File: src/rtl/bag_pkg.sv
package bag_pkg;

    localparam int BEAT_W = 2;
    localparam int BEATS  = 1 << BEAT_W;

    typedef enum logic [2:0] {
        S_IDLE  = 3'd0,
        S_BEAT0 = 3'd1,
        S_BEAT1 = 3'd2,
        S_BEAT2 = 3'd3,
        S_BEAT3 = 3'd4
    } bag_state_t;

    typedef enum logic {
        ORD_ILV = 1'b0,
        ORD_LIN = 1'b1
    } bag_order_t;

    // Low-order offset for beat k given the start offset and the order.
    function automatic logic [BEAT_W-1:0] beat_offset(
        input bag_order_t        ord,
        input logic [BEAT_W-1:0] start,
        input logic [BEAT_W-1:0] k
    );
        if (ord == ORD_LIN) return start + k;
        else                return start ^ k;
    endfunction

endpackage

File: src/rtl/bag_fsm.sv
module bag_fsm
    import bag_pkg::*;
(
    input  logic              clk,
    input  logic              rst_n,
    input  logic              load,
    input  logic              advance,
    output bag_state_t        state,
    output logic [BEAT_W-1:0] beat_idx,
    output logic              active
);

    bag_state_t state_q, state_d;

    // Next-state decision
    always_comb begin
        state_d = state_q;
        if (load) begin
            state_d = S_BEAT0;
        end else if (advance) begin
            unique case (state_q)
                S_IDLE:  state_d = S_IDLE;
                S_BEAT0: state_d = S_BEAT1;
                S_BEAT1: state_d = S_BEAT2;
                S_BEAT2: state_d = S_BEAT3;
                S_BEAT3: state_d = S_BEAT0;
                default: state_d = S_IDLE;
            endcase
        end
    end

    // State register
    always_ff @(posedge clk) begin
        if (!rst_n) state_q <= S_IDLE;
        else        state_q <= state_d;
    end

    // Outputs decoded from state
    always_comb begin
        beat_idx = '0;
        active   = 1'b1;
        unique case (state_q)
            S_IDLE:  begin beat_idx = 2'd0; active = 1'b0; end
            S_BEAT0: beat_idx = 2'd0;
            S_BEAT1: beat_idx = 2'd1;
            S_BEAT2: beat_idx = 2'd2;
            S_BEAT3: beat_idx = 2'd3;
            default: begin beat_idx = 2'd0; active = 1'b0; end
        endcase
    end

    assign state = state_q;

    assert_wrap_to_start_R8: assert property (@(posedge clk) disable iff (!rst_n)
        (state_q == S_BEAT3 && advance && !load) |=> (state_q == S_BEAT0));

    assert_idle_ignores_adv_R10: assert property (@(posedge clk) disable iff (!rst_n)
        (state_q == S_IDLE && !load) |=> (state_q == S_IDLE));

    assert_load_to_beat0_R4: assert property (@(posedge clk) disable iff (!rst_n)
        load |=> (state_q == S_BEAT0));

endmodule

File: src/rtl/bag_capture.sv
module bag_capture
    import bag_pkg::*;
#(
    parameter int ADDR_W = 32
) (
    input  logic              clk,
    input  logic              rst_n,
    input  logic              load,
    input  logic [ADDR_W-1:0] addr_in,
    input  logic              order_in,
    output logic [ADDR_W-1:0] base_q,
    output bag_order_t        order_q
);

    always_ff @(posedge clk) begin
        if (!rst_n) begin
            base_q  <= '0;
            order_q <= ORD_ILV;
        end else if (load) begin
            base_q  <= addr_in;
            order_q <= order_in ? ORD_LIN : ORD_ILV;
        end
    end

    assert_base_held_R8: assert property (@(posedge clk) disable iff (!rst_n)
        !load |=> $stable(base_q));

    assert_order_held_R9: assert property (@(posedge clk) disable iff (!rst_n)
        !load |=> $stable(order_q));

endmodule

File: src/rtl/bag_addr_mux.sv
module bag_addr_mux
    import bag_pkg::*;
#(
    parameter int ADDR_W = 32
) (
    input  logic [ADDR_W-1:0] base,
    input  bag_order_t        order,
    input  logic [BEAT_W-1:0] beat_idx,
    output logic [ADDR_W-1:0] addr
);

    logic [BEAT_W-1:0] low;

    assign low = beat_offset(order, base[BEAT_W-1:0], beat_idx);

    generate
        if (ADDR_W > BEAT_W) begin : g_upper
            assign addr = {base[ADDR_W-1:BEAT_W], low};
        end else begin : g_narrow
            assign addr = low;
        end
    endgenerate

endmodule

File: src/rtl/burst_addr_gen.sv
module burst_addr_gen
    import bag_pkg::*;
#(
    parameter int ADDR_W = 32
) (
    input  logic              clk,
    input  logic              rst_n,
    input  logic              strobe_a,
    input  logic              strobe_b,
    input  logic              advance,
    input  logic              order_linear,
    input  logic [ADDR_W-1:0] addr_in,
    output logic [ADDR_W-1:0] addr_out,
    output logic              burst_active
);

    logic              load;
    bag_state_t        state;
    logic [BEAT_W-1:0] beat_idx;
    logic [ADDR_W-1:0] base_q;
    bag_order_t        order_q;

    assign load = strobe_a | strobe_b;

    bag_fsm u_fsm (
        .clk      (clk),
        .rst_n    (rst_n),
        .load     (load),
        .advance  (advance),
        .state    (state),
        .beat_idx (beat_idx),
        .active   (burst_active)
    );

    bag_capture #(.ADDR_W(ADDR_W)) u_cap (
        .clk      (clk),
        .rst_n    (rst_n),
        .load     (load),
        .addr_in  (addr_in),
        .order_in (order_linear),
        .base_q   (base_q),
        .order_q  (order_q)
    );

    bag_addr_mux #(.ADDR_W(ADDR_W)) u_mux (
        .base     (base_q),
        .order    (order_q),
        .beat_idx (beat_idx),
        .addr     (addr_out)
    );

    assert_strobe_a_load_R2: assert property (@(posedge clk) disable iff (!rst_n)
        strobe_a |=> (addr_out == $past(addr_in) && burst_active));

    assert_strobe_b_load_R3: assert property (@(posedge clk) disable iff (!rst_n)
        strobe_b |=> (addr_out == $past(addr_in) && burst_active));

    assert_load_beats_adv_R4: assert property (@(posedge clk) disable iff (!rst_n)
        (load && advance) |=> (addr_out == $past(addr_in)));

    assert_hold_R7: assert property (@(posedge clk) disable iff (!rst_n)
        (!load && !advance) |=> ($stable(addr_out) && $stable(burst_active)));

    assert_idle_default_order_R1: assert property (@(posedge clk) disable iff (!rst_n)
        !burst_active |-> (order_q == ORD_ILV && addr_out == '0));

    assert_active_sticky_R10: assert property (@(posedge clk) disable iff (!rst_n)
        burst_active |=> burst_active);

    assert_state_in_range_R8: assert property (@(posedge clk) disable iff (!rst_n)
        state inside {S_IDLE, S_BEAT0, S_BEAT1, S_BEAT2, S_BEAT3});

endmodule

File: config.mk
export PLATFORM = sky130hd
export DESIGN_NAME = burst_addr_gen
export DESIGN_NICKNAME = d
export VERILOG_FILES = /design/src/rtl/bag_pkg.sv /design/src/rtl/bag_fsm.sv /design/src/rtl/bag_capture.sv /design/src/rtl/bag_addr_mux.sv /design/src/rtl/burst_addr_gen.sv
export SDC_FILE = /design/constraint.sdc
export NUM_CORES = 1
export LEC_CHECK = 0
export BUFFER_PORTS_ARGS = -buffer_cell sky130_fd_sc_hd__buf_2
export CORE_UTILIZATION = 53
export CTS_BUF_LIST = sky130_fd_sc_hd__clkbuf_8
export DETAILED_ROUTE_END_ITERATION = 8
export GPL_ROUTABILITY_DRIVEN = 0
export PLACE_DENSITY = 0.87
export SLEW_MARGIN = 30
export SYNTH_ARGS = -nofsm -noshare
export SYNTH_HDL_FRONTEND = slang
export SYNTH_SLANG_ARGS = --single-unit
File: constraint.sdc
create_clock -name clk -period 3.7 [get_ports clk]
set_input_delay 0.185 -clock clk [delete_from_list [all_inputs] [get_ports clk]]
set_output_delay 0.185 -clock clk [all_outputs]
set_load 0.02 [all_outputs]
==> impl_results.md <==
* Cell internal pwr at 659 uW
* Clock Latency Late Sink at 0.28 ns
* Fin Setup TNS at 0 ns
* Pre-Repair DR Iteration Count at 4
* Vias in the first global route at 1,083
* Status: finished, final reports clean
* Clock Tree Buf Depth at 2
* Clock root buffer: clkbuf_8
* Worst reg2reg path startpoint: u_fsm.state[2]$_SDFFE_PP0P_
* Share of the yosys chip area belonging to registers at 42.7%
* Cts bufs inserted at 5
* Die W at 58.4 um
* Async SR Flop Fraction at 0%
* Dpl cell area at 1780 um2
* Clock sinks at 36
* Routed Antenna Nets at 0
* Average via count per standard cell at 4.58
* R2r setup slk at 2.72 ns
* Nets at 274
* Crit start category: register
* Hold slack at 0.134 ns
* Main synth FF type: dfxtp_1
* P per Cell Area at 462 nW/um2
* Count of final hold-check violations at 0
* Post-synthesis mux area share at 0.593%
* Synthesized flop and latch total at 36
* Combinational cell fraction of total power at 14.0%
* Initial antenna violation count at 0
* Worst path cell trace: xnor2_1 > nor2_1 > ha_1 > nand2_1 > xnor2_1 > xnor2_1 > buf_2
* CP Data Arrival Time at 1.65 ns
* Starting Density at 55.7%
* Synth-to-layout area growth at 12.0%
* Worst EP required at 3.51 ns
* Largest net degree at the start of global routing at 36
* Critical Path Sink Type: output port
* CTS tree: built
* I/O pin cnt at 71
* R2r endpoint: u_fsm.state[0]$_SDFFE_PN0P_
* Fillers at 276
* Total grt overflow at 0
* Global-route wire length before repair at 4520 um
* Xor and xnor fraction of the mapped netlist area at 2.08%
* Synthesized cell area at 1690 um2
* Critical Path Sink: addr_out[1]
* Worst-path maximum fanout at 7
* Hold buffer count at CTS at 0
* Worst Setup SP: u_fsm.state[2]$_SDFFE_PP0P_
* Post-CTS setup buffer count at 0
* Relative slew slack at 49.6%
* Max-cap viol count at 0
* Flop pwr share at 48.5%
* Post-synth EDFFs at 0
* H-tree lvl count at 2
* Crit share post-route at 49.6%
* FF-to-FF path depth at 3
* Simple-gate share of the synthesized area at 18.9%
* Sw Ratio at 24.5%
* Clk pwr share at 37.5%
* Synthesized-area fraction occupied by adder cells at 0.742%
* Most frequent CP cell: xnor2_1
* Die H at 58.4 um
* Clock Skew at 0.000135 ns
* Largest family of logic cells by synthesized area: simple AND/OR/NAND/NOR gates
* Port Buffers at 70
* Clock-pin transition on the worst setup and hold timing paths at 0.07 ns
* Crit-path max cell delay at 0.44 ns
* Total GRT Usage at 18.0%
* Net Switching at 214 uW
* Slowest CP cell: dfxtp_1
* Critical path type: register to output port
* Final setup fails at 0
* Final WS setup at 1.86 ns
* Max Slew Vio Count at 0
* Initial DRC count at 54
* HPWL Detailed at 1940 um
* DRC errors left at 0
* Design Area, Final at 1890 um2
* Slew @ Worst Pin at 0.755 ns
* # rows at 20
* Library cells used by synthesis at 22
* Leak at 0.000932 uW
* PostCTS Resize Cnt at 0
* Syn. warnings at 0
* Hold WC Path Type: primary input to register
* Syn_area_per_cell at 8.39 um2
* Min cycle time layout at 1.84 ns
* Die Footprint at 3410 um2
* Wirelength per Cell at 10.3 um
* Post-Route WL at 2870 um
* FMAX at 545 MHz
* Total core area at 3030 um2
* Maximum vdd drop at 0.239 mV
* Largest delay share family, worst path: XOR/XNOR gates
* Compound-Gate Fraction of Synth Area at 16.5%
* Cells after Synth at 201
* Place WS at 2.16 ns
* Post-synth net total at 240
* RSZ-0062 raised after global routing: false
* Buf/Inv on CP at 1
* # diodes at 0
* Proportion of layout cells with a drive suffix above 1 at 33.5%
* Via count at 1,282
* WP depth at 7
-- Yosys cell counts, types with 3 or more instances --
cell type,count,area share [%]
a21boi_0,3,1.3
a21boi_1,30,13
buf_2,4,1.2
buf_4,30,13
buf_6,4,2.7
clkbuf_1,4,0.89
dfxtp_1,36,43
nand2_1,68,15
nor2_1,6,1.3
xnor2_1,4,2.1
-- tightest hold or removal path: stages --
cell,delay (ns)
buf_2,0.09
nand2_1,0.04
a21boi_1,0.05
-- layer usage --
layer / vias up / track usage [%] / share of wire (%)
met5: - / 0 / 0
met4: 0 / 8.16 / 0.94
met3: 2 / 8.13 / 6.5
met2: 43 / 31.2 / 47
met1: 560 / 18.7 / 46
li1: 677 / - / -
-- placed cells by master (no fill, tap or decap), types with 3 or more instances in the layout --
cell type and count:
a21boi_0 3, xnor2_1 4, buf_2 70, nand2_1 68, a21boi_1 30, nor2_1 6
dfxtp_1 36, clkbuf_8 5
-- power groups by stage --
stage | combinational, uW | sequential (uW) | clock, uW
CTS | 124 | 423 | 336
finish | 122 | 423 | 327
global route | 135 | 426 | 352
floorplan | 110 | 428 | 0
detailed placement | 124 | 432 | 0
global placement | 122 | 431 | 0
-- stage by stage --
stage          instances  power [uW]  util [%]
2_1_floorplan        201         538         -
3_3_place_gp         272         553      58.8
3_5_place_dp         272         555      58.8
4_1_cts              280         883      62.4
5_1_grt              280         913      62.4
6_report             280         872      62.4
-- worst min-delay path by stage --
stage / start / to / slack (ns) / depth (start not counted)
final: addr_in[7] / u_cap.base_q[7]$_SDFFE_PN0P_ / 0.13 / 3
after global routing: addr_in[20] / u_cap.base_q[20]$_SDFFE_PN0P_ / 0.13 / 3
after CTS: addr_in[20] / u_cap.base_q[20]$_SDFFE_PN0P_ / 0.13 / 3
after detailed placement: addr_in[8] / u_cap.base_q[8]$_SDFFE_PN0P_ / 0.43 / 3
after global placement: addr_in[23] / u_cap.base_q[23]$_SDFFE_PN0P_ / 0.43 / 3
after floorplan: addr_in[0] / u_cap.base_q[0]$_SDFFE_PN0P_ / 0.32 / 2
-- kinds of logic after synthesis --
family / count (synthesis)
simple gates: 79
flops: 36
buf+inv: 43
fa+ha+maj: 1
xor+xnor: 4
compound gates: 37
mux: 1
-- state kept, by name, indices dropped and copies added, names as in the netlist --
name           flops
u_cap.base_q      32
u_fsm.state        3
u_cap.order_q      1
-- area by class of cell --
cell class | count | area [um2] | area share [%]
clock buffers | 5 | 68.8 | 3.64
repair buffers | 70 | 350 | 18.5
well taps | 44 | 55.1 | 2.91
flip-flops and latches | 36 | 721 | 38.1
multi-input cells | 122 | 656 | 34.7
clock inverters | 3 | 38.8 | 2.05
Power figures use the tool's default switching activity.
